### src/rtl/srt_pkg.sv
package srt_pkg;

   // Kind of period inside one sample frame
   typedef enum logic {
      SRT_SETTLE  = 1'b0,
      SRT_COMPUTE = 1'b1
   } srt_period_e;

   // Per-cycle timing marks produced by the frame timer
   typedef struct packed {
      logic in_compute;   // current period is a computation period
      logic cmp_start;    // first cycle of a computation period
      logic near_end;     // no room left in this period for another bit
      logic load_slot;    // final cycle of the frame
   } srt_tick_t;

   function automatic srt_period_e period_kind(input logic odd_period);
      return odd_period ? SRT_COMPUTE : SRT_SETTLE;
   endfunction

endpackage

### src/rtl/srt_frame_timer.sv
module srt_frame_timer
   import srt_pkg::*;
#(
   parameter int PERIOD_LEN  = 64,
   parameter int NUM_PERIODS = 16
) (
   input  logic      clk,
   input  logic      rst_n,
   output srt_tick_t tick_o
);

   localparam int CYC_W = $clog2(PERIOD_LEN);
   localparam int PER_W = $clog2(NUM_PERIODS);
   localparam bit POW2  = (PERIOD_LEN == (1 << CYC_W)) && (NUM_PERIODS == (1 << PER_W));

   logic [CYC_W-1:0] cyc;
   logic [PER_W-1:0] per;

   generate
      if (POW2) begin : g_pow2
         // One wrapping counter; fields are slices of it
         logic [CYC_W+PER_W-1:0] cnt_q;
         always_ff @(posedge clk or negedge rst_n) begin
            if (!rst_n) cnt_q <= '0;
            else        cnt_q <= cnt_q + 1'b1;
         end
         assign cyc = cnt_q[CYC_W-1:0];
         assign per = cnt_q[CYC_W+PER_W-1:CYC_W];
      end else begin : g_generic
         // Separate cycle and period counters with explicit wrap
         logic [CYC_W-1:0] cyc_q;
         logic [PER_W-1:0] per_q;
         always_ff @(posedge clk or negedge rst_n) begin
            if (!rst_n) begin
               cyc_q <= '0;
               per_q <= '0;
            end else if (cyc_q == CYC_W'(PERIOD_LEN-1)) begin
               cyc_q <= '0;
               per_q <= (per_q == PER_W'(NUM_PERIODS-1)) ? '0 : per_q + 1'b1;
            end else begin
               cyc_q <= cyc_q + 1'b1;
            end
         end
         assign cyc = cyc_q;
         assign per = per_q;
      end
   endgenerate

   srt_period_e kind;
   assign kind = period_kind(per[0]);

   always_comb begin
      tick_o.in_compute = (kind == SRT_COMPUTE);
      tick_o.cmp_start  = (kind == SRT_COMPUTE) && (cyc == '0);
      tick_o.near_end   = (cyc >= CYC_W'(PERIOD_LEN-2));
      tick_o.load_slot  = (per == PER_W'(NUM_PERIODS-1)) && (cyc == CYC_W'(PERIOD_LEN-1));
   end

   // Period boundaries: the counter returns to cycle 0 after the last cycle
   assert_wrap_R1: assert property (@(posedge clk) disable iff (!rst_n)
      (cyc == CYC_W'(PERIOD_LEN-1)) |=> (cyc == '0));

endmodule

### src/rtl/srt_word_hold.sv
module srt_word_hold #(
   parameter int WORD_W        = 20,
   parameter int REPLACE_PULSE = 4
) (
   input  logic              clk,
   input  logic              rst_n,
   input  logic              load_slot_i,
   input  logic              load_i,
   input  logic [WORD_W-1:0] data_i,
   input  logic              done_i,
   output logic [WORD_W-1:0] word_o,
   output logic              take_o,
   output logic              drdy_o
);

   localparam int PC_W = $clog2(REPLACE_PULSE+1);

   logic [WORD_W-1:0] word_q;
   logic [WORD_W-1:0] stage_q;
   logic [PC_W-1:0]   pc_q;
   logic              drdy_q;
   logic              accept;

   assign accept = load_slot_i && load_i && (pc_q == '0);
   // Held word changes on this edge: bit position must restart
   assign take_o = (pc_q == PC_W'(1)) || (accept && drdy_q);

   always_ff @(posedge clk or negedge rst_n) begin
      if (!rst_n) begin
         word_q  <= '0;
         stage_q <= '0;
         pc_q    <= '0;
         drdy_q  <= 1'b1;
      end else if (pc_q != '0) begin
         pc_q <= pc_q - 1'b1;
         if (pc_q == PC_W'(1)) begin
            word_q <= stage_q;
            drdy_q <= 1'b0;
         end
      end else if (accept) begin
         if (drdy_q) begin
            word_q <= data_i;
            drdy_q <= 1'b0;
         end else begin
            stage_q <= data_i;
            drdy_q  <= 1'b1;
            pc_q    <= PC_W'(REPLACE_PULSE);
         end
      end else if (done_i) begin
         drdy_q <= 1'b1;
      end
   end

   assign word_o = word_q;
   assign drdy_o = drdy_q;

   assert_done_flag_R5: assert property (@(posedge clk) disable iff (!rst_n)
      done_i |=> drdy_q);

   assert_fall_on_load_R7: assert property (@(posedge clk) disable iff (!rst_n)
      $fell(drdy_q) |-> ($past(load_slot_i && load_i) || $past(pc_q == PC_W'(1))));

   assert_pulse_high_R9: assert property (@(posedge clk) disable iff (!rst_n)
      (accept && !drdy_q) |=> (drdy_q && (pc_q == PC_W'(REPLACE_PULSE))));

endmodule

### src/rtl/srt_shifter.sv
module srt_shifter #(
   parameter int WORD_W = 20
) (
   input  logic              clk,
   input  logic              rst_n,
   input  logic              cs_n,
   input  logic              cmp_start_i,
   input  logic              near_end_i,
   input  logic              pending_i,
   input  logic              take_i,
   input  logic [WORD_W-1:0] word_i,
   output logic              sclk_o,
   output logic              sdata_o,
   output logic              drive_en_o,
   output logic              done_o
);

   localparam int IDX_W = $clog2(WORD_W+1);

   logic             active_q;
   logic             half_q;     // 0: clock low phase, 1: clock high phase
   logic [IDX_W-1:0] idx_q;      // bits already sent
   logic [IDX_W-1:0] sel;
   logic             bit_done;
   logic             last_bit;

   assign bit_done = active_q && half_q;
   assign last_bit = (idx_q == IDX_W'(WORD_W-1));
   assign done_o   = bit_done && last_bit;
   assign sel      = IDX_W'(WORD_W-1) - idx_q;

   always_ff @(posedge clk or negedge rst_n) begin
      if (!rst_n) begin
         active_q <= 1'b0;
         half_q   <= 1'b0;
         idx_q    <= '0;
      end else if (take_i) begin
         active_q <= 1'b0;
         half_q   <= 1'b0;
         idx_q    <= '0;
      end else if (active_q) begin
         if (!half_q) begin
            half_q <= 1'b1;
         end else begin
            half_q <= 1'b0;
            idx_q  <= idx_q + 1'b1;
            if (last_bit || cs_n || near_end_i) active_q <= 1'b0;
         end
      end else if (cmp_start_i && !cs_n && pending_i) begin
         active_q <= 1'b1;
         half_q   <= 1'b0;
      end
   end

   assign drive_en_o = active_q;
   assign sclk_o     = active_q ? half_q : 1'b1;
   assign sdata_o    = active_q ? word_i[sel] : 1'b0;

   assert_start_gate_R2: assert property (@(posedge clk) disable iff (!rst_n)
      $rose(active_q) |-> $past(cmp_start_i && !cs_n && pending_i));

   assert_data_steady_R4: assert property (@(posedge clk) disable iff (!rst_n)
      (active_q && sclk_o) |-> $stable(sdata_o));

   assert_stop_after_bit_R6: assert property (@(posedge clk) disable iff (!rst_n)
      (bit_done && cs_n) |=> !active_q);

   assert_clock_low_first_R3: assert property (@(posedge clk) disable iff (!rst_n)
      $rose(active_q) |-> !sclk_o);

endmodule

### src/rtl/srt_result_tx.sv
module srt_result_tx
   import srt_pkg::*;
#(
   parameter int WORD_W        = 20,
   parameter int PERIOD_LEN    = 64,
   parameter int NUM_PERIODS   = 16,
   parameter int REPLACE_PULSE = 4
) (
   input  logic              clk,
   input  logic              rst_n,
   input  logic              cs_n,
   input  logic              load_i,
   input  logic [WORD_W-1:0] data_i,
   output logic              sclk_o,
   output logic              sdata_o,
   output logic              drive_en_o,
   output logic              drdy_o
);

   initial begin
      assert (2*WORD_W + 2 <= PERIOD_LEN)
         else $error("word does not fit in one computation period");
      assert ((NUM_PERIODS >= 2) && (NUM_PERIODS % 2 == 0))
         else $error("period count must be even");
      assert ((REPLACE_PULSE >= 1) && (REPLACE_PULSE < PERIOD_LEN))
         else $error("replacement pulse length out of range");
   end

   srt_tick_t         tick;
   logic [WORD_W-1:0] word;
   logic              take;
   logic              done;
   logic              drdy;

   srt_frame_timer #(
      .PERIOD_LEN (PERIOD_LEN),
      .NUM_PERIODS(NUM_PERIODS)
   ) u_timer (
      .clk   (clk),
      .rst_n (rst_n),
      .tick_o(tick)
   );

   srt_word_hold #(
      .WORD_W       (WORD_W),
      .REPLACE_PULSE(REPLACE_PULSE)
   ) u_hold (
      .clk        (clk),
      .rst_n      (rst_n),
      .load_slot_i(tick.load_slot),
      .load_i     (load_i),
      .data_i     (data_i),
      .done_i     (done),
      .word_o     (word),
      .take_o     (take),
      .drdy_o     (drdy)
   );

   srt_shifter #(
      .WORD_W(WORD_W)
   ) u_shift (
      .clk        (clk),
      .rst_n      (rst_n),
      .cs_n       (cs_n),
      .cmp_start_i(tick.cmp_start),
      .near_end_i (tick.near_end),
      .pending_i  (!drdy),
      .take_i     (take),
      .word_i     (word),
      .sclk_o     (sclk_o),
      .sdata_o    (sdata_o),
      .drive_en_o (drive_en_o),
      .done_o     (done)
   );

   assign drdy_o = drdy;

   assert_compute_only_R1: assert property (@(posedge clk) disable iff (!rst_n)
      drive_en_o |-> tick.in_compute);

   assert_stop_on_high_R10: assert property (@(posedge clk) disable iff (!rst_n)
      $fell(drive_en_o) |-> $past(sclk_o));

endmodule

### config.mk
export PLATFORM = sky130hd
export DESIGN_NAME = srt_result_tx
export DESIGN_NICKNAME = d
export VERILOG_FILES = /design/src/rtl/srt_pkg.sv /design/src/rtl/srt_frame_timer.sv /design/src/rtl/srt_word_hold.sv /design/src/rtl/srt_shifter.sv /design/src/rtl/srt_result_tx.sv
export SDC_FILE = /design/constraint.sdc
export NUM_CORES = 1
export LEC_CHECK = 0
export BUFFER_PORTS_ARGS = -buffer_cell sky130_fd_sc_hd__buf_4
export CAP_MARGIN = 40
export CORE_MARGIN = 4
export CORE_UTILIZATION = 59
export DETAILED_ROUTE_END_ITERATION = 16
export PLACE_DENSITY = 0.86
export SYNTH_ARGS = -nofsm -noshare
export SYNTH_HDL_FRONTEND = slang
export SYNTH_SLANG_ARGS = --single-unit
### constraint.sdc
create_clock -name clk -period 2.75 [get_ports clk]
set_clock_uncertainty 0.1 [all_clocks]
set_input_delay 0.1375 -clock clk [delete_from_list [all_inputs] [get_ports clk]]
set_output_delay 0.1375 -clock clk [all_outputs]
set_load 0.01 [all_outputs]
# Word-level counts from Yosys, hierarchy flattened
# Index checks and enable logic that the tools add are counted.
op_classes:
  addsub: 4
  mul: 0
  div_mod_pow: 0
  magnitude_cmp: 2
  n_eq_ne: 6
  shifts: 0
  n_mux: 29
  bitwise: 2
  n_reduce_logical: 28
ops:
  columns: ["op", "n"]
  rows:
  - ["$mux 20", 4]
  - ["$mux 1", 18]
  - ["$mux 5", 3]
  - ["$add 10x1->10 const B", 1]
  - ["$logic_and 1x1->1", 9]
  - ["$mux 3", 3]
  - ["$reduce_bool 3->1", 3]
  - ["$reduce_bool 2->1", 4]
  - ["$eq 6x6->1 const B", 1]
  - ["$ge 6x6->1 const B", 1]
  - ["$logic_not 6->1", 1]
  - ["$lt 5x6->1 const B", 1]
  - ["$reduce_and 2->1", 3]
  - ["$reduce_and 3->1", 2]
  - ["$add 5x1->5 const B", 1]
  - ["$bmux 1 s5", 1]
  - ["$eq 5x5->1 const B", 1]
  - ["$sub 5x5->5 const A", 1]
  - ["$eq 4x4->1 const B", 1]
  - ["$ne 2x2->1 const B", 2]
  - ["$eq 3x1->1 const B", 1]
  - ["$logic_not 3->1", 1]
  - ["$logic_or 1x1->1", 3]
  - ["$sub 3x1->3 const B", 1]
  - ["other kinds (2)", 4]
totals:
  regBits: 61
  latchBits: 0
  ramBits: 0
  romBits: 0
  in_bits: 24
  out_inout_bits: 4
  wordCells: 79
  memories: 0

# Depth between registers and ports, before layout
# Gate-level depths: netlist of the first run.
depth:
  depth_word: 8
  depth_mapped: 6
  mapped_depth_nobuf: 6

# By module
# From an unflattened synthesis of the first run, not the netlist that was laid out.
unflattened:
  cells_unflattened: 222
  area_unflattened_um2: 2946.6
by_module_without_submodules:
  columns: ["mod", "n_inst", "cells_each", "area_per_inst_um2"]
  rows:
  - ["srt_word_hold", 1, 125, 1899.3]
  - ["srt_shifter", 1, 57, 573.0]
  - ["srt_frame_timer", 1, 39, 470.5]
  - ["srt_result_tx", 1, 1, 3.8]

# Worst setup path before layout of the first run
# No wires, ideal clock.
synth_timing:
  path_type: "flip-flop to flip-flop"
  from: "register u_hold.pc_q[1]"
  to: "register u_hold.stage_q[0]"
  setup_time_ns: 0.125
  arrival_time_ns: 1.551
  required_time_ns: 2.525
  path_slack_ns: 0.974
  stages_incl_launch_ff: 6
  path_buffers: 1
  cell_sequence: "dfrtp_1 > nor2_1 > nand4_4 > nor4_4 > buf_6 > mux2_2"
synth_between:
  elab_chain_cells: 3
  elab_cells_between_ends: 5
  classes_between: "bitwise: 1; reduce/logical: 4"
synth_rtl:
  columns: ["item", "line", "text"]
  rows:
  - ["from (decl)", "srt_word_hold.sv:20", "logic [PC_W-1:0] pc_q;"]
  - ["from (signal assigned)", "srt_word_hold.sv:35", "pc_q <= pc_q - 1'b1;"]
  - ["from (signal assigned)", "srt_word_hold.sv:47", "pc_q <= PC_W'(REPLACE_PULSE);"]
  - ["$logic_not 3->1 / $reduce_bool 3->1 (equally long branches)", "srt_word_hold.sv:24, srt_word_hold.sv:34", null]
  - ["$logic_and 1x1->1 / $not 1->1 (equally long branches)", null, null]
  - ["$reduce_and 3->1 (no line) (*)", null, null]
  - ["to (signal assigned)", "srt_word_hold.sv:45", "stage_q <= data_i;"]
  - ["to (decl)", "srt_word_hold.sv:19", "logic [WORD_W-1:0] stage_q;"]
# Every way passes the cells marked *; elsewhere a longest branch is shown, timed or not.
# A chain may end at the register's enable or synchronous reset.

# Final worst setup path of the first run
layout_timing:
  from: "register u_shift.idx_q[1]"
  to: "output sdata_o"
layout_between:
  elab_chain_cells: 4
layout_rtl:
  columns: ["item", "line", "text"]
  rows:
  - ["from (decl)", "srt_shifter.sv:22", "logic [IDX_W-1:0] idx_q;"]
  - ["from (signal assigned)", "srt_shifter.sv:46", "idx_q <= idx_q + 1'b1;"]
  - ["$sub 5x5->5", "srt_shifter.sv:30", "assign sel = IDX_W'(WORD_W-1) - idx_q;"]
  - ["$bmux 1 s5", "srt_shifter.sv:57", "assign sdata_o = active_q ? word_i[sel] : 1'b0;"]
  - ["$mux 1 (not written as such)", "srt_shifter.sv:57", null]
  - ["$mux 1", "srt_shifter.sv:57", null]
  - ["to (decl)", "srt_result_tx.sv:15", "output logic sdata_o,"]
# No other way between the ends. The select of a mux whose other input is x is not followed.

==> results of run 1 <==
power breakdown:
part,internal [mW],total (mW),switching [mW]
sequential,0.897,0.897,0
combinational,0.0429,0.0781,0.0352
clock,0.371,0.701,0.330
total,1.31,1.68,0.365
critical path, cell delays in order (launching register included):
cell	delay, ps
dfrtp_1	610
mux4_2	550
mux2_2	270
o21ai_0	150
a31oi_1	70
buf_4	150
per-stage QoR:
stage,instances,worst slack [ps]
finish,387,377
global route,387,240
CTS,387,358
detailed placement,350,597
global placement,350,731
floorplan,268,974
per-layer routing:
metal | global-route usage | wire length [microns] | vias to the layer above
met2 | 0.398 | 3310 | 49
met5 | 0 | 0 | -
met1 | 0.275 | 2610 | 1089
met3 | 0.0329 | 270 | 14
li1 | - | - | 1030
met4 | 0.127 | 150 | 0
state kept, by name (all words and copies together), names as in the netlist:
register / count
u_hold.pc_q: 3
u_hold.word_o: 20
u_shift.drive_en_o: 1
u_hold.drdy_o: 1
u_shift.half_q: 1
u_hold.stage_q: 20
u_timer.g_pow2.cnt_q: 10
u_shift.idx_q: 5
final cells by class:
class | instances | area, sq um | share of cell area
flip-flops and latches | 61 | 1530 | 0.424
clock inverters | 4 | 22.5 | 0.00625
inverters | 26 | 97.6 | 0.0271
repair buffers | 52 | 443 | 0.123
clock buffers | 12 | 155 | 0.0431
multi-input cells | 165 | 1270 | 0.353
well taps | 67 | 83.8 | 0.0233
cells by family (layout without fill, tap and decap cells):
logic type | count (synthesis) | count (layout) | share of synthesized area
buffers and inverters | 42 | 94 | 0.0641
AND/OR/NAND/NOR | 68 | 68 | 0.120
AO/OA/AOI/OAI | 52 | 52 | 0.123
multiplexers | 26 | 26 | 0.117
flip-flops | 61 | 61 | 0.512
XOR/XNOR | 13 | 13 | 0.0382
adder cells (fa/ha/maj) | 6 | 6 | 0.0252
synthesized netlist by cell type, drive strengths merged:
library cell,n
ha,6
xnor2,10
a21oi,4
nand2,11
a211oi,40
buf,13
mux4,5
nand3,7
o21ai,4
xor2,3
and4,3
and3,2
inv,26
a21o,1
clkbuf,3
nor2,29
dfstp,1
nor4,3
dfrtp,60
nand2b,2
nor3,1
nor2b,1
a31oi,2
a22oi,1
nor4bb,1
nand4,4
mux2,21
and2,4
worst paths after layout:
kind,startpoint,endpoint,slack (ps)
min reg2reg,u_timer.g_pow2.cnt_q[8]$_DFF_PN0_,u_timer.g_pow2.cnt_q[8]$_DFF_PN0_,370
max,u_shift.idx_q[1]$_DFFE_PN0P_,sdata_o,380
max in group asynchronous,rst_n,u_hold.pc_q[0]$_DFFE_PN0P_,1750
min,cs_n,u_shift.drive_en_o$_DFF_PN0_,50
max reg2reg,u_timer.g_pow2.cnt_q[1]$_DFF_PN0_,u_hold.word_o[17]$_DFFE_PN0P_,600
min in group asynchronous,rst_n,u_timer.g_pow2.cnt_q[4]$_DFF_PN0_,300
==> run_results.csv, run 1 <==
group,metric,value,unit
routing,ant_nets,0,
timing,holdWs,54.1,ps
placement,gp_congestion,0.807,
pwr,leakagePower,1.76,nW
clocking,clk_pin_slew_worst_paths,60,ps
final_layout,fill_cells,345,
synthesis,mappedNetlistArea,2980,sq um
synthesis,yosysTopAreaCellShare,0.503,
clocking,cts_hold_buf,21,
final_layout,final_cell_area,3600,sq um
routing,avgRoutedWirePerCell,16.4,microns
final_layout,insertedDiodeCount,0,
clocking,cts_setup_buffers,0,
setup_path,cp.required,2510,ps
routing,drc_errors,0,
global_routing,grt_usage,0.230,
synthesis,synth_seq_area_share,0.512,
final_layout,final_util,0.748,
clocking,cts_buffers,9,
timing,worstMarginPinSlew,790,ps
global_routing,grt_overflow,0,
routing,vias_per_cell,5.64,
global_routing,grt_max_degree,62,
setup_path,arrival,2140,ps
final_layout,drive_above_1_share,0.241,
hold_path,holdPathStages,4,
floorplanning,die_height,79.1,microns
timing,rsz0062_at_grt,"false",
placement,port_buffers,27,
timing,slew_headroom,0.474,
setup_path,critPathLaunchType,"register",
timing,finalSetupTns,0,ps
synthesis,ys_warn_count,0,
clocking,h-tree-depth,3,
hold_path,hold_class,"in -> reg",
placement,dpl-instance-area,3210,sq um
routing,postRouteWirelength,6.35,mm
routing,drt_iter0_drc,129,
synthesis,synth_nets,298,
final_layout,fin_nets,345,
final_layout,final_cell_mix,"60 x dfrtp_1, 40 x a211oi_1, 31 x buf_4, 29 x nor2_1, 26 x inv_1",
clocking,postCtsResizedCells,0,
placement,hpwl,3.88,mm
final_layout,final_common_cell,"dfrtp_1",
clocking,clock_latency,340,ps
status,outcome,"finished clean",
floorplanning,design.core.area,4820,sq um
flow_run,drv_cap,0,
timing,slew_violations,0,
timing,fin_crit_sh,0.863,
timing,final-setup-viol-count,0,
setup_path,worstPathMaxFanout,9,
synthesis,ys_seq_elements,61,
pwr,power_density,466,nW/um^2
global_routing,first_global_vias,2241,
floorplanning,start_util,0.619,
global_routing,antenna_found_initial,0,
synthesis,synthCells,268,
synthesis,synth.area.top_cells,"dfrtp_1 50%, a211oi_1 10%, mux2_2 7.9%, mux4_2 3.8%, nor2_1 3.6%",
floorplanning,die_w,79.1,microns
synthesis,yosys.area.top_type,"dfrtp_1",
floorplanning,die-area,6260,sq um
floorplanning,row_count,25,
floorplanning,io_pins,28,
clocking,cts.sinks,61,
pwr,peakVddDrop,0.000459,V
clocking,cts_tree,"done",
routing,drtPass1Iterations,4,
setup_path,rr_worst_depth,5,
clocking,cts.path.max_buffers,2,
timing,fmax,421,MHz
routing,num_vias,2182,
setup_path,path_class,"reg -> out",
setup_path,crit_path_end_kind,"primary output",
final_layout,area_delta_synth_final,20.7,%
global_routing,grt_pass1_wl,10.8,mm
synthesis,synth_cell_type_count,34,
clocking,root_buffer,"clkbuf_8",
timing,finalHoldViolCount,0,
pwr,total_power,1.68,mW
synthesis,synth_area_per_cell,11.1,sq um
timing,finalCriticalPeriod,2370,ps
Power figures use the tool's default switching activity.
==> run 2, diff against run 1 <==
BUFFER_PORTS_ARGS = -buffer_cell sky130_fd_sc_hd__buf_2   (was -buffer_cell sky130_fd_sc_hd__buf_4)
CELL_PAD_IN_SITES_DETAIL_PLACEMENT = 2   (was default)
CELL_PAD_IN_SITES_GLOBAL_PLACEMENT = 2   (was default)
CORE_UTILIZATION = 42   (was 59)
PLACE_DENSITY = 0.91   (was 0.86)
==> run_results.csv, run 2 (synthesis gave the netlist of run 1 again) <==
group,metric,value,unit
status,outcome,"finished clean",
final_layout,final_common_cell,"dfrtp_1",
setup_path,critPathMaxStageDelay,610,ps
pwr,power_density,498,nW/um^2
timing,rsz0062_at_grt,"false",
floorplanning,start_util,0.437,
routing,drt_iter0_drc,76,
setup_path,crit_path_end_kind,"primary output",
timing,slew_headroom,0.446,
final_layout,final_cell_mix,"60 x dfrtp_1, 40 x a211oi_1, 29 x nor2_1, 27 x buf_2, 26 x inv_1",
timing,holdWs,56.5,ps
timing,finalCriticalPeriod,2470,ps
setup_path,critPathTopFamily,"multiplexers",
timing,final-setup-viol-count,0,
global_routing,antenna_found_initial,0,
setup_path,critPathSlowestCell,"dfrtp_1",
routing,num_vias,2322,
timing,fmax,405,MHz
final_layout,insertedDiodeCount,0,
global_routing,grt_pass1_wl,15.3,mm
clocking,cts_buffers,9,
global_routing,grt_max_degree,62,
timing,fin_crit_sh,0.898,
clocking,cts.path.max_buffers,2,
pwr,peakVddDrop,0.000243,V
timing,slew_violations,0,
routing,postRouteWirelength,9.39,mm
final_layout,drive_above_1_share,0.245,
clocking,clock_latency,360,ps
hold_path,hold_class,"in -> reg",
floorplanning,design.core.area,6830,sq um
floorplanning,io_pins,28,
routing,avgRoutedWirePerCell,22.5,microns
setup_path,path_cells,"mux4_2 > mux2_2 > o21ai_0 > a31oi_1 > buf_2",
final_layout,fin_nets,347,
final_layout,final_cell_area,3600,sq um
floorplanning,die_w,92.3,microns
clocking,clk_pin_slew_worst_paths,70,ps
routing,ant_nets,0,
clocking,root_buffer,"clkbuf_8",
flow_run,drv_cap,0,
pwr,leakagePower,1.76,nW
clocking,cts_setup_buffers,0,
placement,dpl-instance-area,3200,sq um
setup_path,worstPathMaxFanout,9,
timing,finalHoldViolCount,0,
floorplanning,row_count,30,
setup_path,cp.required,2510,ps
final_layout,area_delta_synth_final,20.6,%
global_routing,first_global_vias,2687,
setup_path,critPathLaunchType,"register",
setup_path,path_class,"reg -> out",
timing,worstMarginPinSlew,829,ps
routing,drtPass1Iterations,4,
global_routing,grt_usage,0.243,
placement,port_buffers,27,
setup_path,arrival,2230,ps
clocking,h-tree-depth,3,
timing,finalSetupTns,0,ps
placement,hpwl,5.27,mm
floorplanning,die_height,92.3,microns
placement,gp_congestion,0.831,
floorplanning,die-area,8520,sq um
clocking,postCtsResizedCells,0,
setup_path,cp.buffers_inverters,1,
routing,drc_errors,0,
global_routing,grt_overflow,0,
clocking,cts_tree,"done",
routing,vias_per_cell,5.56,
clocking,cts.sinks,61,
[run 2: changes by cell type in the layout (fill, tap and decap cells not counted), sizes merged]
| cell | before | now |
|---|---|---|
| bufinv | 0 | 1 |
| clkbuf | 12 | 11 |
| buf | 31 | 33 |
| clkinv | 3 | 4 |
| clkinvlp | 1 | 0 |
[run 2: worst register-to-register path, delay by kind of cell, from the launching register on]
family                 cells  cell delay (ps)
AO/OA/AOI/OAI              2              480
buffers and inverters      1              290
flip-flops                 1              420
AND/OR/NAND/NOR            2             1000
[run 2: report_power, final]
part           internal [mW]  total (mW)  switching, mW
Combinational         0.0348      0.0734         0.0386
Sequential             0.897       0.897              0
Clock                  0.437       0.820          0.383
Total                   1.37        1.79          0.421
[run 2: path summary, 6_finish.rpt]
| check | slack [ps] | start | to | depth (start not counted) |
|---|---|---|---|---|
| max | 280 | u_shift.idx_q[1]$_DFFE_PN0P_ | sdata_o | 5 |
| min | 60 | cs_n | u_shift.drive_en_o$_DFF_PN0_ | 4 |
| max reg2reg | 320 | u_hold.pc_q[1]$_DFFE_PN0P_ | u_hold.word_o[10]$_DFFE_PN0P_ | 5 |
| min reg2reg | 390 | u_timer.g_pow2.cnt_q[8]$_DFF_PN0_ | u_timer.g_pow2.cnt_q[8]$_DFF_PN0_ | 1 |
| max in group asynchronous | 1650 | rst_n | u_hold.word_o[5]$_DFFE_PN0P_ | 3 |
| min in group asynchronous | 390 | rst_n | u_hold.stage_q[18]$_DFFE_PN0P_ | 3 |
[run 2: repair_timing]
| action | 4_1_cts | 5_1_grt |
|---|---|---|
| hold endpoints to repair | 99 | 0 |
| setup endpoints to repair | 0 | 0 |
| hold buffers | 21 | 0 |
[run 2: metal layers]
| layer | share of wire | routed length (microns) | vias up | GRT usage |
|---|---|---|---|---|
| li1 | - | - | 1037 | - |
| met1 | 0.41 | 3840 | 1213 | 0.289 |
| met2 | 0.53 | 4950 | 51 | 0.417 |
| met3 | 0.036 | 338 | 21 | 0.0585 |
| met4 | 0.027 | 258 | 0 | 0.104 |
| met5 | 0 | 0 | - | 0 |
[run 2: metrics by stage]
| step | worst slack, ps | cells | utilization | power [mW] |
|---|---|---|---|---|
| after floorplan | 974 | 268 | - | 0.920 |
| after global placement | 721 | 381 | 0.468 | 0.959 |
| after detailed placement | 544 | 381 | 0.468 | 0.961 |
| after CTS | 317 | 418 | 0.527 | 1.79 |
| after global routing | 143 | 418 | 0.527 | 1.86 |
| final | 280 | 418 | 0.527 | 1.79 |
[run 2: area by class of cell]
cell class / count / area, sq um
clock buffers: 11 / 141
well taps: 96 / 120
repair buffers: 54 / 390
inverters: 26 / 97.6
fillers: 691 / 3230
flip-flops and latches: 61 / 1530
clock inverters: 5 / 50.0
multi-input cells: 165 / 1270
